===== config.mk =====
export PLATFORM = sky130hd
export DESIGN_NAME = gwf_engine
export DESIGN_NICKNAME = d
export VERILOG_FILES = /design/src/rtl/gwf_pkg.sv /design/src/rtl/gwf_desc_mem.sv /design/src/rtl/gwf_seq.sv /design/src/rtl/gwf_engine.sv
export SDC_FILE = /design/constraint.sdc
export NUM_CORES = 1
export LEC_CHECK = 0
export BUFFER_PORTS_ARGS = -buffer_cell sky130_fd_sc_hd__buf_2
export CAP_MARGIN = 10
export CORE_MARGIN = 8
export CORE_UTILIZATION = 40
export CTS_CLUSTER_DIAMETER = 80
export DETAILED_ROUTE_END_ITERATION = 12
export PLACE_DENSITY_LB_ADDON = 0.08
export SLEW_MARGIN = 20
export SYNTH_ARGS = -nofsm -noshare
export SYNTH_HDL_FRONTEND = slang
export SYNTH_HIERARCHICAL = 1
export SYNTH_SLANG_ARGS = --single-unit

===== constraint.sdc =====
create_clock -name clk -period 6.5 [get_ports clk]
set_clock_uncertainty 0.05 [all_clocks]
set_input_delay 1.3 -clock clk [delete_from_list [all_inputs] [get_ports clk]]
set_output_delay 1.3 -clock clk [all_outputs]
set_load 0.02 [all_outputs]

===== src/rtl/gwf_pkg.sv =====
package gwf_pkg;
    localparam int WF_N     = 4;
    localparam int ST_N     = 8;
    localparam int ST_W     = $clog2(ST_N);
    localparam int WF_W     = $clog2(WF_N);
    localparam int WORDS    = WF_N * ST_N;
    localparam int WIDX_W   = $clog2(WORDS);
    localparam int BADDR_W  = $clog2(WORDS * 4);
    localparam int CTL_N    = 3;
    localparam int RDY_N    = 2;
    localparam int RSEL_W   = $clog2(RDY_N);
    localparam int ADR_W    = 9;
    localparam int DAT_W    = 16;
    localparam int TC_W     = 24;
    localparam int TC_BYTES = TC_W / 8;
    localparam int END_ST   = ST_N - 1;

    // host register map
    localparam logic [7:0] HA_TC0  = 8'h80;
    localparam logic [7:0] HA_CFG  = 8'h83;
    localparam logic [7:0] HA_IDLE = 8'h84;
    localparam logic [7:0] HA_ADRL = 8'h85;
    localparam logic [7:0] HA_ADRH = 8'h86;
    localparam logic [7:0] HA_WDL  = 8'h87;
    localparam logic [7:0] HA_WDH  = 8'h88;
    localparam logic [7:0] HA_CMD  = 8'h8F;

    localparam int OP_DEC = 0;
    localparam int OP_DRV = 1;
    localparam int OP_SMP = 2;
    localparam int OP_INC = 3;

    typedef enum logic [1:0] {RF_AND, RF_OR, RF_XOR, RF_XNOR} rfn_e;

    typedef struct packed {
        logic [7:0] lgc_b;
        logic [7:0] ctl_b;
        logic [7:0] op_b;
        logic [7:0] arg_b;
    } st_word_t;

    typedef struct packed {
        logic            active;
        logic [WF_W-1:0] wf;
        logic [ST_W-1:0] st;
        logic [7:0]      cnt;
    } seq_t;

    function automatic logic ready_eval(st_word_t w, logic [RDY_N-1:0] rdy);
        logic a, b;
        a = rdy[w.lgc_b[2 +: RSEL_W]];
        b = rdy[w.lgc_b[3 +: RSEL_W]];
        case (rfn_e'(w.lgc_b[1:0]))
            RF_AND:  return a & b;
            RF_OR:   return a | b;
            RF_XOR:  return a ^ b;
            default: return ~(a ^ b);
        endcase
    endfunction

    function automatic logic [ST_W-1:0] next_state(st_word_t w, logic [ST_W-1:0] st,
                                                   logic [RDY_N-1:0] rdy);
        if (w.op_b[OP_DEC])
            return ready_eval(w, rdy) ? w.arg_b[ST_W +: ST_W] : w.arg_b[0 +: ST_W];
        return st + ST_W'(1);
    endfunction
endpackage


===== src/rtl/gwf_desc_mem.sv =====
module gwf_desc_mem
    import gwf_pkg::*;
#(
    parameter int NWORDS = WORDS,
    localparam int IW = $clog2(NWORDS),
    localparam int BW = $clog2(NWORDS * 4)
) (
    input  logic           clk,
    input  logic           rst,
    input  logic           we,
    input  logic [BW-1:0]  waddr,
    input  logic [7:0]     wdata,
    input  logic [IW-1:0]  idx_a,
    input  logic [IW-1:0]  idx_b,
    output st_word_t       word_a,
    output st_word_t       word_b
);
    logic [31:0] mem [NWORDS];

    always_ff @(posedge clk) begin
        if (rst) begin
            for (int i = 0; i < NWORDS; i++) mem[i] <= '0;
        end else if (we) begin
            mem[waddr[BW-1:2]][8*waddr[1:0] +: 8] <= wdata;
        end
    end

    assign word_a = st_word_t'(mem[idx_a]);
    assign word_b = st_word_t'(mem[idx_b]);
endmodule


===== src/rtl/gwf_seq.sv =====
module gwf_seq
    import gwf_pkg::*;
(
    input  logic                clk,
    input  logic                rst,
    input  logic                go,
    input  logic                abort,
    input  logic [WF_W-1:0]     go_wf,
    input  logic [TC_BYTES-1:0] tc_we,
    input  logic [7:0]          tc_byte,
    input  logic [RDY_N-1:0]    rdy,
    input  st_word_t            cur_w,
    input  st_word_t            nxt_w,
    output logic [WIDX_W-1:0]   cur_idx,
    output logic [WIDX_W-1:0]   nxt_idx,
    output logic                busy,
    output logic                step,
    output logic                done,
    output logic                irq
);
    seq_t            q;
    logic [TC_W-1:0] tc;
    logic            ends;
    logic            pass_end;
    logic [ST_W-1:0] nst;
    logic [ST_W-1:0] tgt;
    logic            unused_bits;

    assign unused_bits = ^{cur_w.op_b[7:1], cur_w.ctl_b, cur_w.lgc_b[7:4],
                           cur_w.arg_b[7:2*ST_W], nxt_w.lgc_b, nxt_w.ctl_b, nxt_w.op_b};

    always_comb begin
        ends     = cur_w.op_b[OP_DEC] || (q.cnt == 8'd0);
        nst      = next_state(cur_w, q.st, rdy);
        pass_end = (nst == ST_W'(END_ST));
        tgt      = pass_end ? '0 : nst;
        step     = q.active && ends && !abort;
        cur_idx  = {q.wf, q.st};
        nxt_idx  = q.active ? {q.wf, tgt} : {go_wf, ST_W'(0)};
    end

    assign busy = q.active;

    always_ff @(posedge clk) begin
        if (rst) begin
            q    <= '0;
            tc   <= '0;
            done <= 1'b0;
            irq  <= 1'b0;
        end else begin
            irq <= 1'b0;
            for (int i = 0; i < TC_BYTES; i++)
                if (tc_we[i] && !q.active) tc[8*(TC_BYTES-1-i) +: 8] <= tc_byte;
            if (abort) begin
                q.active <= 1'b0;
            end else if (!q.active) begin
                if (go && tc != '0) begin
                    q.active <= 1'b1;
                    q.wf     <= go_wf;
                    q.st     <= '0;
                    q.cnt    <= nxt_w.arg_b - 8'd1;
                    done     <= 1'b0;
                end
            end else if (ends) begin
                if (pass_end) begin
                    tc <= tc - TC_W'(1);
                    if (tc == TC_W'(1)) begin
                        q.active <= 1'b0;
                        done     <= 1'b1;
                        irq      <= 1'b1;
                    end else begin
                        q.st  <= '0;
                        q.cnt <= nxt_w.arg_b - 8'd1;
                    end
                end else begin
                    q.st  <= nst;
                    q.cnt <= nxt_w.arg_b - 8'd1;
                end
            end else begin
                q.cnt <= q.cnt - 8'd1;
            end
        end
    end
endmodule


===== src/rtl/gwf_engine.sv =====
module gwf_engine
    import gwf_pkg::*;
(
    input  logic              clk,
    input  logic              rst,
    input  logic              hst_we,
    input  logic [7:0]        hst_addr,
    input  logic [7:0]        hst_wdata,
    input  logic [RDY_N-1:0]  rdy_i,
    output logic [CTL_N-1:0]  ctl_o,
    output logic [ADR_W-1:0]  adr_o,
    input  logic [DAT_W-1:0]  bus_di,
    output logic [DAT_W-1:0]  bus_do,
    output logic              bus_oe,
    output logic [DAT_W-1:0]  rd_data,
    output logic              rd_valid,
    output logic              done,
    output logic              irq
);
    st_word_t            cur_w, nxt_w;
    logic [WIDX_W-1:0]   cur_idx, nxt_idx;
    logic                busy, step, go, abort, desc_we;
    logic [TC_BYTES-1:0] tc_we;
    logic                wide_q;
    logic [CTL_N-1:0]    idle_q;
    logic [ADR_W-1:0]    adr_q;
    logic [DAT_W-1:0]    wdat_q;
    logic [DAT_W-1:0]    rd_q;
    logic                rdv_q;

    assign go      = hst_we && (hst_addr == HA_CMD) && hst_wdata[6];
    assign abort   = hst_we && (hst_addr == HA_CMD) && hst_wdata[7];
    assign desc_we = hst_we && !hst_addr[7] && !busy;

    for (genvar g = 0; g < TC_BYTES; g++) begin : g_tc
        assign tc_we[g] = hst_we && (hst_addr == HA_TC0 + 8'(g));
    end

    gwf_desc_mem u_mem (
        .clk    (clk),
        .rst    (rst),
        .we     (desc_we),
        .waddr  (hst_addr[BADDR_W-1:0]),
        .wdata  (hst_wdata),
        .idx_a  (cur_idx),
        .idx_b  (nxt_idx),
        .word_a (cur_w),
        .word_b (nxt_w)
    );

    gwf_seq u_seq (
        .clk     (clk),
        .rst     (rst),
        .go      (go),
        .abort   (abort),
        .go_wf   (hst_wdata[WF_W-1:0]),
        .tc_we   (tc_we),
        .tc_byte (hst_wdata),
        .rdy     (rdy_i),
        .cur_w   (cur_w),
        .nxt_w   (nxt_w),
        .cur_idx (cur_idx),
        .nxt_idx (nxt_idx),
        .busy    (busy),
        .step    (step),
        .done    (done),
        .irq     (irq)
    );

    function automatic logic [DAT_W-1:0] fit_width(logic w, logic [DAT_W-1:0] v);
        return w ? v : {{(DAT_W-8){1'b0}}, v[7:0]};
    endfunction

    always_ff @(posedge clk) begin
        if (rst) begin
            wide_q <= 1'b0;
            idle_q <= '0;
            adr_q  <= '0;
            wdat_q <= '0;
            rd_q   <= '0;
            rdv_q  <= 1'b0;
        end else begin
            rdv_q <= 1'b0;
            if (hst_we && !busy) begin
                case (hst_addr)
                    HA_CFG:  wide_q           <= hst_wdata[0];
                    HA_IDLE: idle_q           <= hst_wdata[CTL_N-1:0];
                    HA_ADRL: adr_q[7:0]       <= hst_wdata;
                    HA_ADRH: adr_q[ADR_W-1:8] <= hst_wdata[ADR_W-9:0];
                    HA_WDL:  wdat_q[7:0]      <= hst_wdata;
                    HA_WDH:  wdat_q[15:8]     <= hst_wdata;
                    default: ;
                endcase
            end
            if (step && cur_w.op_b[OP_INC]) adr_q <= adr_q + ADR_W'(1);
            if (step && cur_w.op_b[OP_SMP]) begin
                rd_q  <= fit_width(wide_q, bus_di);
                rdv_q <= 1'b1;
            end
        end
    end

    assign ctl_o    = busy ? cur_w.ctl_b[CTL_N-1:0] : idle_q;
    assign bus_oe   = busy && cur_w.op_b[OP_DRV];
    assign bus_do   = fit_width(wide_q, wdat_q);
    assign adr_o    = adr_q;
    assign rd_data  = rd_q;
    assign rd_valid = rdv_q;
endmodule


# Word level (Yosys, flattened, before mapping)
# Memories as Yosys holds them, arrays and structs flattened.
# Cells that the tools add are included.
[word_totals]
ff_bits = 86
word_cells = 146
out_inout_bits = 48
ramBits = 1024
mem_count = 1
input_bits = 37
[memory_table]
columns = ["name", "depth", "word_bits", "read_ports", "rd_ports_with_merged_regs", "wr", "line_no", "text"]
rows = [
  ["u_mem.mem", 32, 32, 2, 0, 32, "gwf_desc_mem.sv:18", "logic [31:0] mem [NWORDS];"],
]
[op_classes]
magnitude_cmp = 2
addsub = 6
reduce_logical = 42
bitwise_logic = 8
n_eq_ne = 19
n_mux = 51
n_shift = 2
[ops]
columns = ["cell", "count"]
rows = [
  ["2-to-1 mux 24 bit", 4],
  ["2-to-1 mux 32 bit", 3],
  ["== test 8 bit, second input constant", 10],
  ["2-to-1 mux 8 bit", 5],
  ["negator 5 -> 34 bit", 1],
  ["variable shift 8 x 34 -> 32 bit, first input constant", 1],
  ["variable part select 8 x 34 -> 32 bit", 1],
  ["2-to-1 mux 11 bit", 3],
  ["2-to-1 mux 16 bit", 2],
  ["OR reduction 32 bit", 1],
  ["== test 24 x 1 -> 1 bit, second input constant", 1],
  ["nonzero test 24 bit", 1],
  ["subtractor 24 x 1 -> 24 bit, second input constant", 1],
  ["2-to-1 mux 1 bit", 22],
  ["logical AND 1 bit", 18],
  ["2-to-1 mux 3 bit", 6],
  ["2-to-1 mux 9 bit", 2],
  ["subtractor 8 x 1 -> 8 bit, second input constant", 2],
  ["2-to-1 mux 14 bit", 1],
  ["AND reduction 2 bit", 6],
  ["2-to-1 mux 5 bit", 2],
  ["adder 9 x 1 -> 9 bit, second input constant", 1],
  ["logical NOT 8 bit", 1],
  ["nonzero test 2 bit", 4],
  ["other kinds (21)", 31],
]

# Logic depth before layout (Yosys ltp)
# Gate-level depths: netlist (run 1).
# An unclocked memory read counts as a cell.
[logic_depth]
depth_word = 19
ltp_mapped = 34
mapped_depth_nobuf = 27

# Modules after synthesis
# The synthesis (run 1) kept the hierarchy.
[by_module_without_submodules]
columns = ["mod", "seq_area_each_um2", "cells_per_inst", "area_each_um2", "instances"]
rows = [
  ["gwf_desc_mem", 30749.5, 4844, 54577.3, 1],
  ["gwf_seq", 800.8, 372, 3021.6, 1],
  ["gwf_engine", 920.9, 246, 2124.5, 1],
]

# Worst setup path after synthesis (run 1)
# No wires, ideal clock.
[synth_timing]
path_type = "register -> register"
start = "register u_seq.q (netlist bit u_seq/cur_idx[1])"
end = "register u_seq/q[6] in the netlist's numbering"
setup_ps = 116
arrival_ps = 5528
n_path_buf = 7
slack_ps = 806
synth_period_minus_slack_ps = 5694
required_time_ps = 6334
stages_incl_launch_ff = 32
cell_sequence = "dfxtp_1 -> buf_4 -> buf_2 -> buf_6 -> buf_4 -> buf_2 -> mux2i_1 -> nand2_1 -> a31oi_1 -> nand3_1 -> mux2i_1 -> ha_1 -> xor2_2 -> mux2i_1 -> and3_4 -> a211o_4 -> a211oi_1 -> nor2b_1 -> buf_2 -> clkbuf_1 -> a22o_1 -> nor3_1 -> a31oi_1 -> nand3_1 -> inv_1 -> ha_1 -> nand2_1 -> nor3_1 -> xnor2_1 -> o32ai_1 -> or3_1 -> o211a_1"
[synth_lines]
columns = ["element", "line_no", "text"]
rows = [
  ["start: declaration", "gwf_seq.sv:21", "seq_t q;"],
]

==> results of run 1 <==
-- registers in the layout (all words and copies together) (netlist names) --
register / count
u_seq/q: 8
u_seq/busy: 1
wdat_q: 16
rd_data: 16
adr_o: 9
u_seq/irq: 1
idle_q: 3
u_mem/mem: 608
u_seq/cur_idx: 5
u_seq/tc: 24
rd_valid: 1
wide_q: 1
u_seq/done: 1
-- final timing paths --
path                    start           to  slack, ns  cells after the start
min               rd_data[12]  rd_data[12]       0.40                      2
min reg2reg       rd_data[12]  rd_data[12]       0.40                      2
max          u_seq/cur_idx[2]   u_seq/q[6]       0.30                     26
max reg2reg  u_seq/cur_idx[2]   u_seq/q[6]       0.30                     26
-- power by group --
group          leakage [nW]  switching (mW)  total, mW  internal (mW)
logic                  4.27           0.309      0.430          0.121
clock network          1.22            1.82       4.32           2.50
registers              6.99          0.0629       5.02           4.96
total                  12.5            2.19       9.77           7.58
-- layer usage --
| metal | vias to the layer above | track usage, % | part of all wire [%] | routed length [microns] |
|---|---|---|---|---|
| li1 | 11380 | - | - | - |
| met1 | 12310 | 28.36 | 42 | 47120 |
| met2 | 790 | 36.87 | 48 | 53960 |
| met3 | 218 | 3.058 | 5.2 | 5768 |
| met4 | 0 | 8.809 | 4.1 | 4592 |
| met5 | - | 0 | 0 | 0 |
-- timing repair --
| action | CTS | global route |
|---|---|---|
| setup endpoints to repair | 0 | 2 |
| resized for setup | 0 | 4 |
| hold buffers | 0 | 0 |
-- worst max-delay path, delay by kind of cell (launching register included) --
kind                     cells  cell delay (ns)
buffers and inverters        4             0.87
AO/OA/AOI/OAI                7             1.24
adder cells (fa/ha/maj)      2             0.50
multiplexers                 3             0.59
AND/OR/NAND/NOR              8             1.85
XOR/XNOR                     2             0.47
flip-flops                   1             0.50
-- cell type report --
type / count / area [sq um] / share of cell area (%)
flip-flops and latches: 694 / 19980 / 51.48
multi-input cells: 2236 / 13670 / 35.22
clock buffers: 100 / 2064 / 5.319
well taps: 1165 / 1458 / 3.755
repair buffers: 164 / 1152 / 2.969
clock inverters: 42 / 421.7 / 1.086
inverters: 17 / 63.81 / 0.1644
==> impl_results.md, run 1 <==
- Die Wd: 314.2 microns
- Die area: a little under 100000 sq um
- Max cap viols: 0
- Placed insts: 4276
- Core Rows: 109
- Max Slew Vio Count: 0
- Final instance area: between 30000 and 40000 sq um
- CTS tree: built
- Fillers: about 8200
- Die Y: 314.2 microns
- CP arrival: 6.68 ns
- N_diodes: 0
- Drt wl/cell: 25.22 microns
- Routed Antenna Nets: 0
- Share of cells above drive strength 1: 11.10%
- Pwr Density: between 200 and 300 nW/um^2
- Final hold viol count: 0
- CP max stage delay: roughly 0.5 ns
- CORE AREA: 88240 sq um
- Vias/cell: 5.590
- Pleak: 12.47 nW
- CTS Buffer Depth: 3
- Worst setup SP type: register
- Mapped Nets: between 3000 and 4000
- Global-route wire length before repair: 161900 microns
- Area after DPL: 36310 sq um
- Max Freq: 0.1612 GHz
- Crit-path max FO: 14
- Final WL: 111400 microns
- # setup viols final: 0
- Synthesized area per cell: roughly 11 sq um
- Worst skew pair latency: between 0.6 and 0.7 ns
- Mapped cell area: 35570 sq um
- Outcome: completed
- Final Instance Count excl. Fillers: 4418
- Mapped Cells: 3325
- IO buf count: 84
- DRT Pass-1 Iters: 6
- Final HPWL DP: 76690 microns
- Final #Nets: 3243
- Worst hold path class: register to register
- GRT Resource Usage Total: 21.90%
- Measured slew at the worst slew-check pin: between 1 and 1.5 ns
- Commonest non-fill, non-tap cell in the layout: nor2_1
- CTS sink count: 694
- Hold slack final: 0.3991 ns
- Via Count: 24700
- # H-tree levels: 3
- CP Capture Type: register
- Fin crit share: 95.41%
- Effective utilization at floorplan: 40.31%
- Largest net degree at the start of global routing: roughly 180
- Drt drc: 0
- Clk root buf: clkbuf_16
- Fin crit period: 6.202 ns
- CP max stage cell: dfxtp_1
- Synth Warn #: 6
- Placer Congestion: 0.8722
- Worst-path clk slew: 0.06 ns
- Vias in the first global route: around 25000
- Fin util: between 40 and 50%
- Peak supply drop: 0.1832 mV
- DRT iter0 DRCs: 2303
- Setup WS pre-CTS: 0.3112 ns
- Commonest cells after routing, fill and taps aside: nor2_1 (688), edfxtp_1 (608), mux2i_1 (437)
- Number of buffers created by CTS: 78
- CP required: roughly 7 ns
- Worst Setup Slack, final: 0.2984 ns
- RSZ-0062 raised after global routing: false
- Area Overhead vs Synth: 9.125%
- Io pins: 85
- Critical path type: register to register
- Grt total ovfl: 0
- Setup tns final: 0 ns
- Initial antenna violation count: 1
- Rel. slew slack: 23.81%
- Setup bufs post-CTS: 0
- Final Total Pwr: 9.775 mW
Power figures use the tool's default switching activity.
==> run 2: changes to the inputs <==
--- a/config.mk
+++ b/config.mk
@@ -7,6 +7,8 @@
 export LEC_CHECK = 0
 export BUFFER_PORTS_ARGS = -buffer_cell sky130_fd_sc_hd__buf_2
 export CAP_MARGIN = 10
+export CELL_PAD_IN_SITES_DETAIL_PLACEMENT = 0
+export CELL_PAD_IN_SITES_GLOBAL_PLACEMENT = 1
 export CORE_MARGIN = 8
 export CORE_UTILIZATION = 40
 export CTS_CLUSTER_DIAMETER = 80
==> impl_results.md, run 2 (same netlist as run 1, synthesis figures left out) <==
- Outcome: completed
- Measured slew at the worst slew-check pin: 1.080 ns (-0.05824 ns)
- Final WL: 111300 microns (about the same)
- Pwr Density: 253.7 nW/um^2 (+0.77%)
- Clk root buf: clkbuf_16
- Comb pwr share: 4.4% (about the same)
- Sw Ratio: 22.36% (-0.078 points)
- Setup WS pre-CTS: 0.1188 ns (-0.1924 ns)
- Regs by FF count: u_mem/mem x608, u_seq/tc x24
- Grt total ovfl: 0 (unchanged)
- Worst Setup Slack, final: 0.2076 ns (-0.09076 ns)
- Max Freq: 0.1589 GHz (-1.4%)
- Fin crit share: 96.81% (+1.4 points)
- Routed Antenna Nets: 0 (unchanged)
- DRT Pass-1 Iters: 6 (unchanged)
- Effective utilization at floorplan: 40.31% (unchanged)
- Io pins: 85 (unchanged)
- Commonest non-fill, non-tap cell in the layout: nor2_1
- Share of cells above drive strength 1: 11.38% (+0.28 points)
- Net Sw Power: 2.216 mW (+1.0%)
- Core Rows: 109 (unchanged)
- Commonest cells after routing, fill and taps aside: nor2_1 (689), edfxtp_1 (608), mux2i_1 (437)
- GRT Resource Usage Total: 21.95% (+0.048 points)
- CORE AREA: 88240 sq um (unchanged)
- Peak supply drop: 0.1808 mV (-1.3%)
- Die Y: 314.2 microns (unchanged)
- Internal power: 7.694 mW (+1.5%)
- DRT iter0 DRCs: 2154 (-6.5%)
- Global-route wire length before repair: 163500 microns (+0.94%)
- RSZ-0062 raised after global routing: false
- Vias in the first global route: 24970 (+0.72%)
- Placer Congestion: 0.8829 (+1.2%)
- Critical path type: register to register
- Vias/cell: 5.608 (+0.31%)
- CP arrival: 6.76 ns (+0.08 ns)
- Drt drc: 0 (unchanged)
- Flop pwr share: 50.6% (-0.8 points)
- CP required: 6.97 ns (about the same)
- Final HPWL DP: 77110 microns (+0.55%)
- # setup viols final: 0 (unchanged)
- CP Capture Type: register
- Crit-path max FO: 25 (+11)
- Worst-path clk slew: 0.06 ns (about the same)
- Worst setup SP type: register
- Rel. slew slack: 27.71% (+3.9 points)
- Setup tns final: 0 ns (unchanged)
- Largest register FFs: 608 (unchanged)
- Die area: 98720 sq um (unchanged)
- Final #Nets: 3265 (+0.68%)
- Worst skew pair latency: 0.63 ns (about the same)
- CTS sink count: 694 (unchanged)
- Max Slew Vio Count: 0 (unchanged)
- Initial antenna violation count: 3 (+2)
- Fin crit period: 6.292 ns (+0.09076 ns)
- CTS tree: built
- Largest Register: u_mem/mem
- Area Overhead vs Synth: 9.793%
- Die Wd: 314.2 microns (unchanged)
- # H-tree levels: 3 (unchanged)
- Worst hold path class: register to register
- Pleak: 12.61 nW (+1.1%)
- Largest net degree at the start of global routing: 78 (-56%)
- Final hold viol count: 0 (unchanged)
- Number of buffers created by CTS: 80 (+2.6%)
- Via Count: 24930 (+0.95%)
- Clock power frac: 45.0% (+0.8 points)
- CTS Buffer Depth: 3 (unchanged)
- Drt wl/cell: 25.04 microns (-0.72%)
- Max cap viols: 0 (unchanged)
- IO buf count: 84 (unchanged)
## run 2: power groups by stage
stage	Clock [mW]	Sequential, mW	Combinational, mW
floorplan	0	5.08	0.267
global placement	0	5.11	0.431
detailed placement	0	5.11	0.437
CTS	4.57	5.02	0.438
global route	4.72	5.03	0.466
finish	4.46	5.02	0.437
## run 2: worst paths after layout
path | from | to | slack (ns) | cells past startpoint
max reg2reg | u_seq/cur_idx[0] | u_seq/q[6] | 0.21 | 25
min reg2reg | rd_data[9] | rd_data[9] | 0.40 | 2
max | u_seq/cur_idx[0] | u_seq/q[6] | 0.21 | 25
min | rd_data[9] | rd_data[9] | 0.40 | 2
## run 2: final cells by class
type,instances,area (sq um)
clock buffers,110,2228
diodes,2,5.005
clock inverters,38,370.4
flip-flops and latches,694,19980
well taps,1165,1458
repair buffers,184,1310
fillers,8265,49180
multi-input cells,2236,13640
inverters,17,63.81
## run 2: metrics by stage
step / total power [mW] / util [%] / instances / cell area [sq um] / hold WS, ns
after floorplan: 5.349 / - / 3325 / 35570 / 0.4048
after global placement: 5.540 / 41.30 / 4296 / 36440 / 0.3865
after detailed placement: 5.548 / 41.30 / 4296 / 36440 / 0.3958
after CTS: 10.02 / 44.25 / 4444 / 39040 / 0.4038
after global routing: 10.21 / 44.25 / 4444 / 39050 / 0.4296
final: 9.910 / 44.26 / 4446 / 39050 / 0.3988
## run 2: worst max-delay path: stages, from the launching register on
cell	delay (ns)
dfxtp_1	0.57
and2_2	0.45
buf_6	0.34
buf_4	0.39
a22o_1	0.26
nor3_1	0.10
a31oi_1	0.32
nand3_1	0.27
mux2i_1	0.20
a31oi_1	0.12
and2_1	0.23
a211oi_1	0.22
buf_4	0.17
nor2b_2	0.38
a22o_1	0.20
nor3_1	0.06
a31oi_1	0.42
nand3_1	0.17
inv_1	0.11
ha_1	0.18
nand2_1	0.09
nor3_1	0.19
xnor2_1	0.15
o32ai_1	0.09
or3_1	0.31
o211a_1	0.13
## run 2: timing repair
| action | CTS | global route |
|---|---|---|
| setup buffers | 0 | 0 |
| gates resized for setup | 0 | 2 |
| setup endpoints to repair | 0 | 2 |
| hold buffers | 0 | 0 |
## run 2: routing by layer
| metal | track usage, % | share of wire (%) | vias up |
|---|---|---|---|
| li1 | - | - | 11460 |
| met1 | 29.37 | 44 | 12550 |
| met5 | 0 | 0.021 | - |
| met2 | 37.23 | 49 | 748 |
| met4 | 6.304 | 2.8 | 4 |
| met3 | 2.795 | 4.8 | 174 |
==> run 3: changes to the inputs <==
--- a/config.mk
+++ b/config.mk
@@ -11,6 +11,7 @@
 export CELL_PAD_IN_SITES_GLOBAL_PLACEMENT = 1
 export CORE_MARGIN = 8
 export CORE_UTILIZATION = 40
+export CTS_BUF_LIST = sky130_fd_sc_hd__clkbuf_2
 export CTS_CLUSTER_DIAMETER = 80
 export DETAILED_ROUTE_END_ITERATION = 12
 export PLACE_DENSITY_LB_ADDON = 0.08
==> impl_results.md, run 3 (same netlist as run 1, synthesis figures left out) <==
- Internal power: 6.327 mW (-18%)
- Global-route wire length before repair: 165500 microns (+1.2%)
- Crit-path max FO: 27 (+8.0%)
- CP max stage cell: dfxtp_4
- IO buf count: 84 (unchanged)
- Worst setup SP type: register
- GRT Resource Usage Total: 22.32% (+0.37 points)
- Outcome: completed
- Beginning of the critical path: u_seq/cur_idx[1]
- Pleak: 12.71 nW (+0.79%)
- Final hold viol count: 0 (unchanged)
- Clock power frac: 36.5% (-8.5 points)
- Fin crit period: 6.268 ns (-0.02409 ns)
- Measured slew at the worst slew-check pin: 1.108 ns (+0.02766 ns)
- CTS sink count: 694 (unchanged)
- Final Instance Count excl. Fillers: 4654 (+4.7%)
- Placed insts: 4296 (unchanged)
- Die area: 98720 sq um (unchanged)
- Commonest non-fill, non-tap cell in the layout: nor2_1
- CP Capture Type: register
- CP arrival: 7.52 ns (+0.76 ns)
- Sw Ratio: 26.31% (+4.0 points)
- Reg2reg start: u_seq/cur_idx[1]
- Worst path bufs/invs: 6 (+2)
- Effective utilization at floorplan: 40.31% (unchanged)
- Via Count: 25660 (+2.9%)
- Regs by FF count: u_mem/mem x608, u_seq/tc x24
- Fin crit share: 96.44% (-0.37 points)
- Final HPWL DP: 77110 microns (unchanged)
- Initial antenna violation count: 4 (+1)
- Final Total Pwr: 8.586 mW (-13%)
- CTS Buffer Depth: 3 (unchanged)
- Area Overhead vs Synth: 7.855%
- # setup viols final: 0 (unchanged)
- Drt drc: 0 (unchanged)
- CP required: 7.75 ns (+0.78 ns)
- Max Slew Vio Count: 0 (unchanged)
- Reg-to-reg endpoint: u_seq/q[6]
- Pwr Density: 223.8 nW/um^2 (-12%)
- Commonest cells after routing, fill and taps aside: nor2_1 (689), edfxtp_1 (608), mux2i_1 (437)
- CP max stage delay: 0.53 ns (-0.04 ns)
- Final instance area: 38360 sq um (-1.8%)
- Number of buffers created by CTS: 183 (+130%)
- RSZ-0062 raised after global routing: false
- Setup bufs post-CTS: 0 (unchanged)
- Area after DPL: 36440 sq um (unchanged)
- Worst hold path class: input pin to register
- Placer Congestion: 0.8829 (unchanged)
- Vias/cell: 5.514 (-1.7%)
- CORE AREA: 88240 sq um (unchanged)
- DRT Pass-1 Iters: 6 (unchanged)
- Drt wl/cell: 24.19 microns (-3.4%)
- Worst-path clk slew: 0.10 ns (+0.04 ns)
- DRT iter0 DRCs: 2279 (+5.8%)
- # H-tree levels: 4 (+1)
- CTS tree: built
- Final WL: 112600 microns (+1.1%)
- Rel. slew slack: 25.86% (-1.9 points)
- Io pins: 85 (unchanged)
- Flop pwr share: 58.3% (+7.7 points)
- Die Y: 314.2 microns (unchanged)
- Comb pwr share: 5.2% (+0.8 points)
- Clk root buf: clkbuf_2
- Grt total ovfl: 0 (unchanged)
- Net Sw Power: 2.259 mW (+2.0%)
- Critical path type: register to register
- Largest Register: u_mem/mem
- Max Freq: 0.1595 GHz (+0.38%)
- Vias in the first global route: 25920 (+3.8%)
- Largest net degree at the start of global routing: 78 (unchanged)
- Crit. path cell count: 27 (+8.0%)
- Share of cells above drive strength 1: 15.61% (+4.2 points)
- Die Wd: 314.2 microns (unchanged)
- CP top delay family: compound AO/OA/AOI/OAI gates
- Largest register FFs: 608 (unchanged)
- Setup tns final: 0 ns (unchanged)
- End point of the critical path: u_seq/q[6]
- R2R depth: 27 (+8.0%)
- Routed Antenna Nets: 0 (unchanged)
- Peak supply drop: 0.1344 mV (-26%)
- Final #Nets: 3385 (+3.7%)
- Max cap viols: 0 (unchanged)
- Core Rows: 109 (unchanged)
- Worst skew pair latency: 1.38 ns (+0.75 ns)
- Reg2reg setup slack: 0.23 ns (+0.02 ns)
==> run 3: cell count changes in the layout (fill, tap and decap cells not counted), sizes merged <==
cell         delta
clkbuf        +147
inv             +4
clkinv         +39
diode           +1
clkinvlp        +1
bufinv          -1
dlygate4sd3    +17
==> run 3: worst min-delay path by stage <==
| stage | cells past startpoint | from | slack [ns] | end |
|---|---|---|---|---|
| 6_report | 3 | hst_wdata[6] | 0.25 | u_seq/tc[6] |
| 5_1_grt | 3 | hst_wdata[5] | 0.10 | wdat_q[13] |
| 4_1_cts | 3 | hst_wdata[4] | 0.01 | u_seq/tc[4] |
| 3_5_place_dp | 2 | rd_data[10] | 0.40 | rd_data[10] |
| 3_3_place_gp | 2 | rd_data[15] | 0.39 | rd_data[15] |
| 2_1_floorplan | 2 | wdat_q[15] | 0.40 | wdat_q[15] |
==> run 3: tightest hold or removal path: cells and delay by family <==
family,cells,cell delay (ns)
simple gates,1,0.09
buf+inv,1,0.19
compound gates,1,0.06
==> run 3: routing by layer <==
layer  GRT usage (%)  wire [microns]
met2           37.46           54800
met3           3.826            6042
met5               0              10
met1           29.03           48560
met4           7.744            3150
==> run 3: power by group through the flow <==
stage | Sequential, mW | Combinational (mW) | Clock, mW
finish | 5.01 | 0.445 | 3.13
global placement | 5.11 | 0.431 | 0
CTS | 5.01 | 0.447 | 3.27
global route | 5.02 | 0.476 | 3.48
floorplan | 5.08 | 0.267 | 0
detailed placement | 5.11 | 0.437 | 0
==> run 3: cell type report <==
class                      instances  area [sq um]
timing repair buffer             201          1480
clock buffer                     257          1286
fill                            8501         49870
tap                             1165          1458
inverter                          17         63.81
multi-input combinational       2236         13640
sequential                       694         19980
antenna                            3         7.507
clock inverter                    81         442.9
==> run 3: repair_timing <==
action | in CTS | in global routing
endpoints found under the setup margin | 0 | 3
hold endpoints to repair | 22 | 0
gates resized for setup | 0 | 5
hold buffers | 17 | 0
==> run 3: stage by stage <==
stage | utilization [%] | hold slack (ns) | worst slack, ns
global route | 43.47 | 0.1035 | 0.02035
detailed placement | 41.30 | 0.3958 | 0.1188
CTS | 43.45 | 0.01106 | 0.08183
finish | 43.48 | 0.2523 | 0.2317
floorplan | - | 0.4048 | 1.135
global placement | 41.30 | 0.3865 | 0.1374
